`src/rtl/wsa_pkg.sv`:
```
package wsa_pkg;
    localparam int unsigned DEF_SUM_W   = 440;
    localparam int unsigned DEF_SLICE_W = 32;

    function automatic int unsigned slice_count(input int unsigned sum_w, input int unsigned slice_w);
        return (sum_w + slice_w - 1) / slice_w;
    endfunction
endpackage

```
`src/rtl/wsa_slice.sv`:
```
module wsa_slice #(
    parameter int unsigned W = 32
) (
    input  logic [W-1:0] a,
    input  logic [W-1:0] b,
    input  logic         cin,
    input  logic [W-1:0] keep,
    output logic [W-1:0] s,
    output logic         cout
);
    logic [W:0] full;

    always_comb begin
        full = {1'b0, a} + {1'b0, b} + {{W{1'b0}}, cin};
        s    = full[W-1:0] & keep;
        cout = full[W];
    end
endmodule

```
`src/rtl/wsa_seq.sv`:
```
module wsa_seq #(
    parameter int unsigned NSL   = 14,
    parameter int unsigned IDX_W = (NSL > 1) ? $clog2(NSL) : 1
) (
    input  logic             clk,
    input  logic             rst_n,
    input  logic             start,
    output logic             busy,
    output logic             done,
    output logic             accept,
    output logic             last,
    output logic [IDX_W-1:0] idx
);
    localparam logic [IDX_W-1:0] LAST_IDX = IDX_W'(NSL - 1);

    typedef struct packed {
        logic             busy;
        logic             done;
        logic [IDX_W-1:0] idx;
    } seq_t;

    seq_t seq_d, seq_q;

    always_comb begin
        seq_d      = seq_q;
        seq_d.done = 1'b0;
        accept     = start && !seq_q.busy;
        last       = seq_q.busy && (seq_q.idx == LAST_IDX);
        if (accept) begin
            seq_d.busy = 1'b1;
            seq_d.idx  = '0;
        end else if (last) begin
            seq_d.busy = 1'b0;
            seq_d.done = 1'b1;
            seq_d.idx  = '0;
        end else if (seq_q.busy) begin
            seq_d.idx = seq_q.idx + 1'b1;
        end
    end

    always_ff @(posedge clk or negedge rst_n) begin
        if (!rst_n) seq_q <= '0;
        else        seq_q <= seq_d;
    end

    assign busy = seq_q.busy;
    assign done = seq_q.done;
    assign idx  = seq_q.idx;
endmodule

```
`src/rtl/wide_serial_adder.sv`:
```
module wide_serial_adder #(
    parameter int unsigned SUM_W   = wsa_pkg::DEF_SUM_W,
    parameter int unsigned SLICE_W = wsa_pkg::DEF_SLICE_W
) (
    input  logic             clk,
    input  logic             rst_n,
    input  logic             start,
    input  logic             load_a,
    input  logic             load_b,
    input  logic [SUM_W-1:0] a_in,
    input  logic [SUM_W-1:0] b_in,
    output logic             busy,
    output logic             done,
    output logic [SUM_W-1:0] sum_out
);
    localparam int unsigned NSL       = wsa_pkg::slice_count(SUM_W, SLICE_W);
    localparam int unsigned IDX_W     = (NSL > 1) ? $clog2(NSL) : 1;
    localparam int unsigned PAD_W     = NSL * SLICE_W;
    localparam int unsigned LAST_BITS = SUM_W - (NSL - 1) * SLICE_W;
    localparam logic [SLICE_W-1:0] FULL_MASK = {SLICE_W{1'b1}};
    localparam logic [SLICE_W-1:0] LAST_MASK = FULL_MASK >> (SLICE_W - LAST_BITS);

    typedef struct packed {
        logic [PAD_W-1:0] acc;
        logic [PAD_W-1:0] opb;
        logic             carry;
    } dp_t;

    dp_t dp_d, dp_q;

    logic             accept, last, run;
    logic [IDX_W-1:0] idx;
    logic [SLICE_W-1:0] sl_a, sl_b, sl_s, sl_keep;
    logic             sl_cout;
    int unsigned      off;

    wsa_seq #(.NSL(NSL), .IDX_W(IDX_W)) u_seq (
        .clk   (clk),
        .rst_n (rst_n),
        .start (start),
        .busy  (run),
        .done  (done),
        .accept(accept),
        .last  (last),
        .idx   (idx)
    );

    always_comb begin
        off     = SLICE_W * int'(idx);
        sl_a    = dp_q.acc[off +: SLICE_W];
        sl_b    = dp_q.opb[off +: SLICE_W];
        sl_keep = last ? LAST_MASK : FULL_MASK;
    end

    wsa_slice #(.W(SLICE_W)) u_slice (
        .a   (sl_a),
        .b   (sl_b),
        .cin (dp_q.carry),
        .keep(sl_keep),
        .s   (sl_s),
        .cout(sl_cout)
    );

    always_comb begin
        dp_d = dp_q;
        if (!run) begin
            if (load_a) dp_d.acc = PAD_W'(a_in);
            if (load_b) dp_d.opb = PAD_W'(b_in);
            if (accept) dp_d.carry = 1'b0;
        end else begin
            dp_d.acc[off +: SLICE_W] = sl_s;
            dp_d.carry               = sl_cout;
        end
    end

    always_ff @(posedge clk or negedge rst_n) begin
        if (!rst_n) dp_q <= '0;
        else        dp_q <= dp_d;
    end

    assign busy    = run;
    assign sum_out = dp_q.acc[SUM_W-1:0];
endmodule

```
`config.mk`:
```
export PLATFORM = sky130hd
export DESIGN_NAME = wide_serial_adder
export DESIGN_NICKNAME = d
export VERILOG_FILES = /design/src/rtl/wsa_pkg.sv /design/src/rtl/wsa_slice.sv /design/src/rtl/wsa_seq.sv /design/src/rtl/wide_serial_adder.sv
export SDC_FILE = /design/constraint.sdc
export NUM_CORES = 2
export LEC_CHECK = 0
export ABC_CLOCK_PERIOD_IN_PS = 7800
export CORE_AREA = 2 2 517 519
export CTS_CLUSTER_DIAMETER = 100
export DETAILED_ROUTE_END_ITERATION = 16
export DIE_AREA = 0 0 519 521
export PLACE_DENSITY = 0.36
export SETUP_SLACK_MARGIN = 0.02
export SLEW_MARGIN = 5
export SYNTH_ARGS = -nofsm -noshare
export SYNTH_HDL_FRONTEND = slang
export SYNTH_HIERARCHICAL = 1
export SYNTH_SLANG_ARGS = --single-unit
```
`constraint.sdc`:
```
create_clock -name clk -period 7.8 [get_ports clk]
set_clock_uncertainty 0.05 [all_clocks]
set_input_delay 1.56 -clock clk [delete_from_list [all_inputs] [get_ports clk]]
set_output_delay 1.56 -clock clk [all_outputs]
set_load 0.03 [all_outputs]
```
==> flow_summary.json <==
{
  "setup_viol": 0,
  "power_density_nw_per_um2": 536.1,
  "n_fill_cell": 27890,
  "synth_cell_types": 66,
  "clock.fmax_ghz": 0.1459,
  "multi_input_comb_area_sq_um": 22100,
  "coreArea_sq_um": 264400,
  "clock-sinks": 895,
  "synthesis.area_sq_um": 48870,
  "cp.required_ps": 8420,
  "drc": 0,
  "hold_path.class": "flip-flop to flip-flop",
  "clkTransAtPathRegs_ps": 60,
  "rsz0062_at_grt": "no",
  "die_area_sq_um": 270400,
  "cts_buffer_depth": 3,
  "leakagePower_nw": 27.25,
  "synth.most_common_cell": "dfrtp_1",
  "outcome": "complete, no violations",
  "grt_pass1_vias": 41470,
  "drive_gt1_share_pct": 18.90,
  "clock_latency_ps": 820,
  "die_x_um": 519,
  "ios": 1327,
  "startpoint": "u_seq/idx[0]",
  "die_h_um": 521,
  "wire_per_inst_um": 38.15,
  "hold_ws_ps": 451.3,
  "firstDrtPassIters": 5,
  "cts_max_level": 3,
  "r2r_start": "u_seq/idx[0]",
  "grt_first_pass_wirelength_mm": 423.7,
  "vias": 40460,
  "start_util_pct": 18.48,
  "portBuffers": 1326,
  "worst_pin_slew_ps": 1311,
  "fp-row-count": 189,
  "slew_headroom_pct": 12.60,
  "cts_tree": "yes",
  "yosys_warnings": 6,
  "yosys-top-cells-count": "895 x dfrtp_1, 499 x and2_1, 448 x buf_4",
  "cts_buffers": 121,
  "arrival_ps": 7470,
  "drt_iter0_drc": 3468,
  "gp_congestion": 0.8595,
  "postCtsSetupRepairBufs": 0,
  "antenna_found_initial": 178,
  "seq_area_frac_synth_pct": 45.83,
  "cap_violations": 0,
  "synth-edff-count": 0,
  "final_nets": 5773,
  "synthTopCellsByArea": "dfrtp_1 46%, mux2_2 10%, a221o_1 8.4%, mux4_2 7.2%, buf_4 6.9%",
  "period_share_pct": 87.84,
  "power.total_mw": 36.14,
  "drtAntennaViolNets": 0,
  "synth_top_area_share_pct": 45.83,
  "final.setup.tns_ps": 0,
  "crit_fanout": 29,
  "endpoint_kind": "flip-flop",
  "layout_min_cycle_time_ps": 6852,
  "clock-root-buffer": "clkbuf_16",
  "ys_async_sr_fraction_pct": 100.0,
  "endpoint": "sum_out[218]",
  "syn_inst": 4053,
  "grt_max_degree": 191,
  "grt_overflow": 0,
  "cts_hold_buf": 0,
  "final_max_slew_viol_count": 0,
  "critical_path.reg2reg.endpoint": "sum_out[218]",
  "grtUsageTotal_pct": 23.30,
  "dp_hpwl_mm": 253.5,
  "wirelength_mm": 325.4,
  "startpoint_type": "flip-flop",
  "synth_top_cell_by_area": "dfrtp_1",
  "viasPerCell": 4.744,
  "reg2reg_depth": 16,
  "synthFlopType": "dfrtp_1",
  "crit_type": "flip-flop to flip-flop",
  "ys_ff_latch": 895,
  "seqCellArea_sq_um": 22410,
  "r2r_slack_ps": 950,
  "syn_avg_cell_area_sq_um": 12.06,
  "peakVddDrop_mv": 0.2769,
  "cts_resized": 0,
  "syn2layout_area_growth_pct": 37.94,
  "timing.final.hold_violations": 0
}
-- cells in the final DEF, fill, tap and decap left out, types with 6 or more instances in the layout --
| cell | count |
|---|---|
| o22ai_1 | 38 |
| mux4_2 | 156 |
| nand2_1 | 126 |
| inv_1 | 14 |
| clkbuf_1 | 30 |
| a22oi_1 | 65 |
| a21oi_4 | 15 |
| buf_12 | 19 |
| buf_4 | 74 |
| and2_1 | 499 |
| mux2i_1 | 133 |
| o32ai_1 | 36 |
| nor3_1 | 8 |
| clkdlybuf4s50_1 | 1325 |
| clkinv_2 | 16 |
| clkinv_16 | 6 |
| o21ai_0 | 80 |
| conb_1 | 25 |
| ha_1 | 34 |
| xor2_1 | 11 |
| a21oi_1 | 71 |
| nand2b_1 | 11 |
| nand4_1 | 7 |
| mux2_2 | 440 |
| diode_2 | 48 |
| dfrtp_1 | 891 |
| o21ai_1 | 14 |
| o211ai_1 | 28 |
| a31oi_1 | 6 |
| nor2_4 | 13 |
| nand3_1 | 16 |
| a21o_1 | 23 |
| xnor2_1 | 13 |
| a221o_1 | 409 |
| nor2_1 | 17 |
| clkbuf_16 | 121 |
| and3_1 | 36 |
| clkbuf_8 | 34 |
-- worst max-delay path, stage by stage, from the launching register on --
cell and delay, ps:
dfrtp_4 830, buf_12 340, buf_12 260, mux4_2 530, a22oi_1 370, o211ai_1 260, fa_1 540, fa_1 430
a21o_1 220, a221o_1 420, a21oi_4 190, o31ai_1 170, a311o_1 510, a211oi_2 290, mux2i_1 620, and2_1 420
a221o_1 220
-- where the power goes --
| group | switching, mW | internal, mW | leakage [nW] |
|---|---|---|---|
| combinational | 13.7 | 7.69 | 14.1 |
| clock | 2.43 | 3.35 | 2.00 |
| sequential | 2.25 | 6.77 | 11.2 |
| total | 18.3 | 17.8 | 27.3 |
-- area by class of cell --
| type | count | share of cell area (%) |
|---|---|---|
| Sequential cell | 895 | 33.25 |
| Inverter | 15 | 0.08352 |
| Tap cell | 3533 | 6.558 |
| Clock buffer | 185 | 5.353 |
| Clock inverter | 35 | 0.7109 |
| Multi-Input combinational cell | 2399 | 32.79 |
| Timing Repair Buffer | 1419 | 21.09 |
| Antenna cell | 48 | 0.1782 |
-- worst min path at each step --
stage,start,to,cells after the start
CTS,dp_q[350],dp_q[350],1
finish,dp_q[139],dp_q[139],1
floorplan,sum_out[0],sum_out[0],2
detailed placement,dp_q[322],dp_q[322],1
global placement,dp_q[322],dp_q[322],1
global route,dp_q[350],dp_q[350],1
-- flip-flops by register name, summed over array words and instances (netlist names) --
name and flops:
sum_out 440, dp_q 449, u_seq/idx 4, u_seq/busy 1, u_seq/done 1
-- per-layer routing --
layer / vias to the layer above / global-route usage [%] / routed length, um / part of all wire [%]
li1: 16390 / - / - / -
met1: 21300 / 28.40 / 131400 / 40
met2: 2035 / 38.87 / 153800 / 47
met3: 564 / 7.251 / 26500 / 8.1
met4: 176 / 7.646 / 12560 / 3.9
met5: - / 0 / 1146 / 0.35
-- kinds of logic (layout without fill, tap and decap cells) --
logic type      Yosys count  count (layout)  synth area share [%]
fa+ha+maj                37              37                0.9781
compound gates          815             815                 13.80
simple gates            769             769                 9.064
buf+inv                 783            1654                 9.842
xor+xnor                 24              24                0.4301
flops                   895             895                 45.83
mux                     729             729                 20.05
other cells               1              73              0.007674
-- metrics by stage --
stage          worst slack, ps  utilization, %  cell area [sq um]  cells
4_1_cts                  809.9           25.45              67290   8481
2_1_floorplan             2672               -              48960   4077
5_1_grt                  746.6           25.46              67320   8492
6_report                 948.1           25.50              67410   8529
3_5_place_dp             867.3           23.91              63200   8261
3_3_place_gp             862.9           23.91              63200   8261
(Power assumes the default switching activity.)
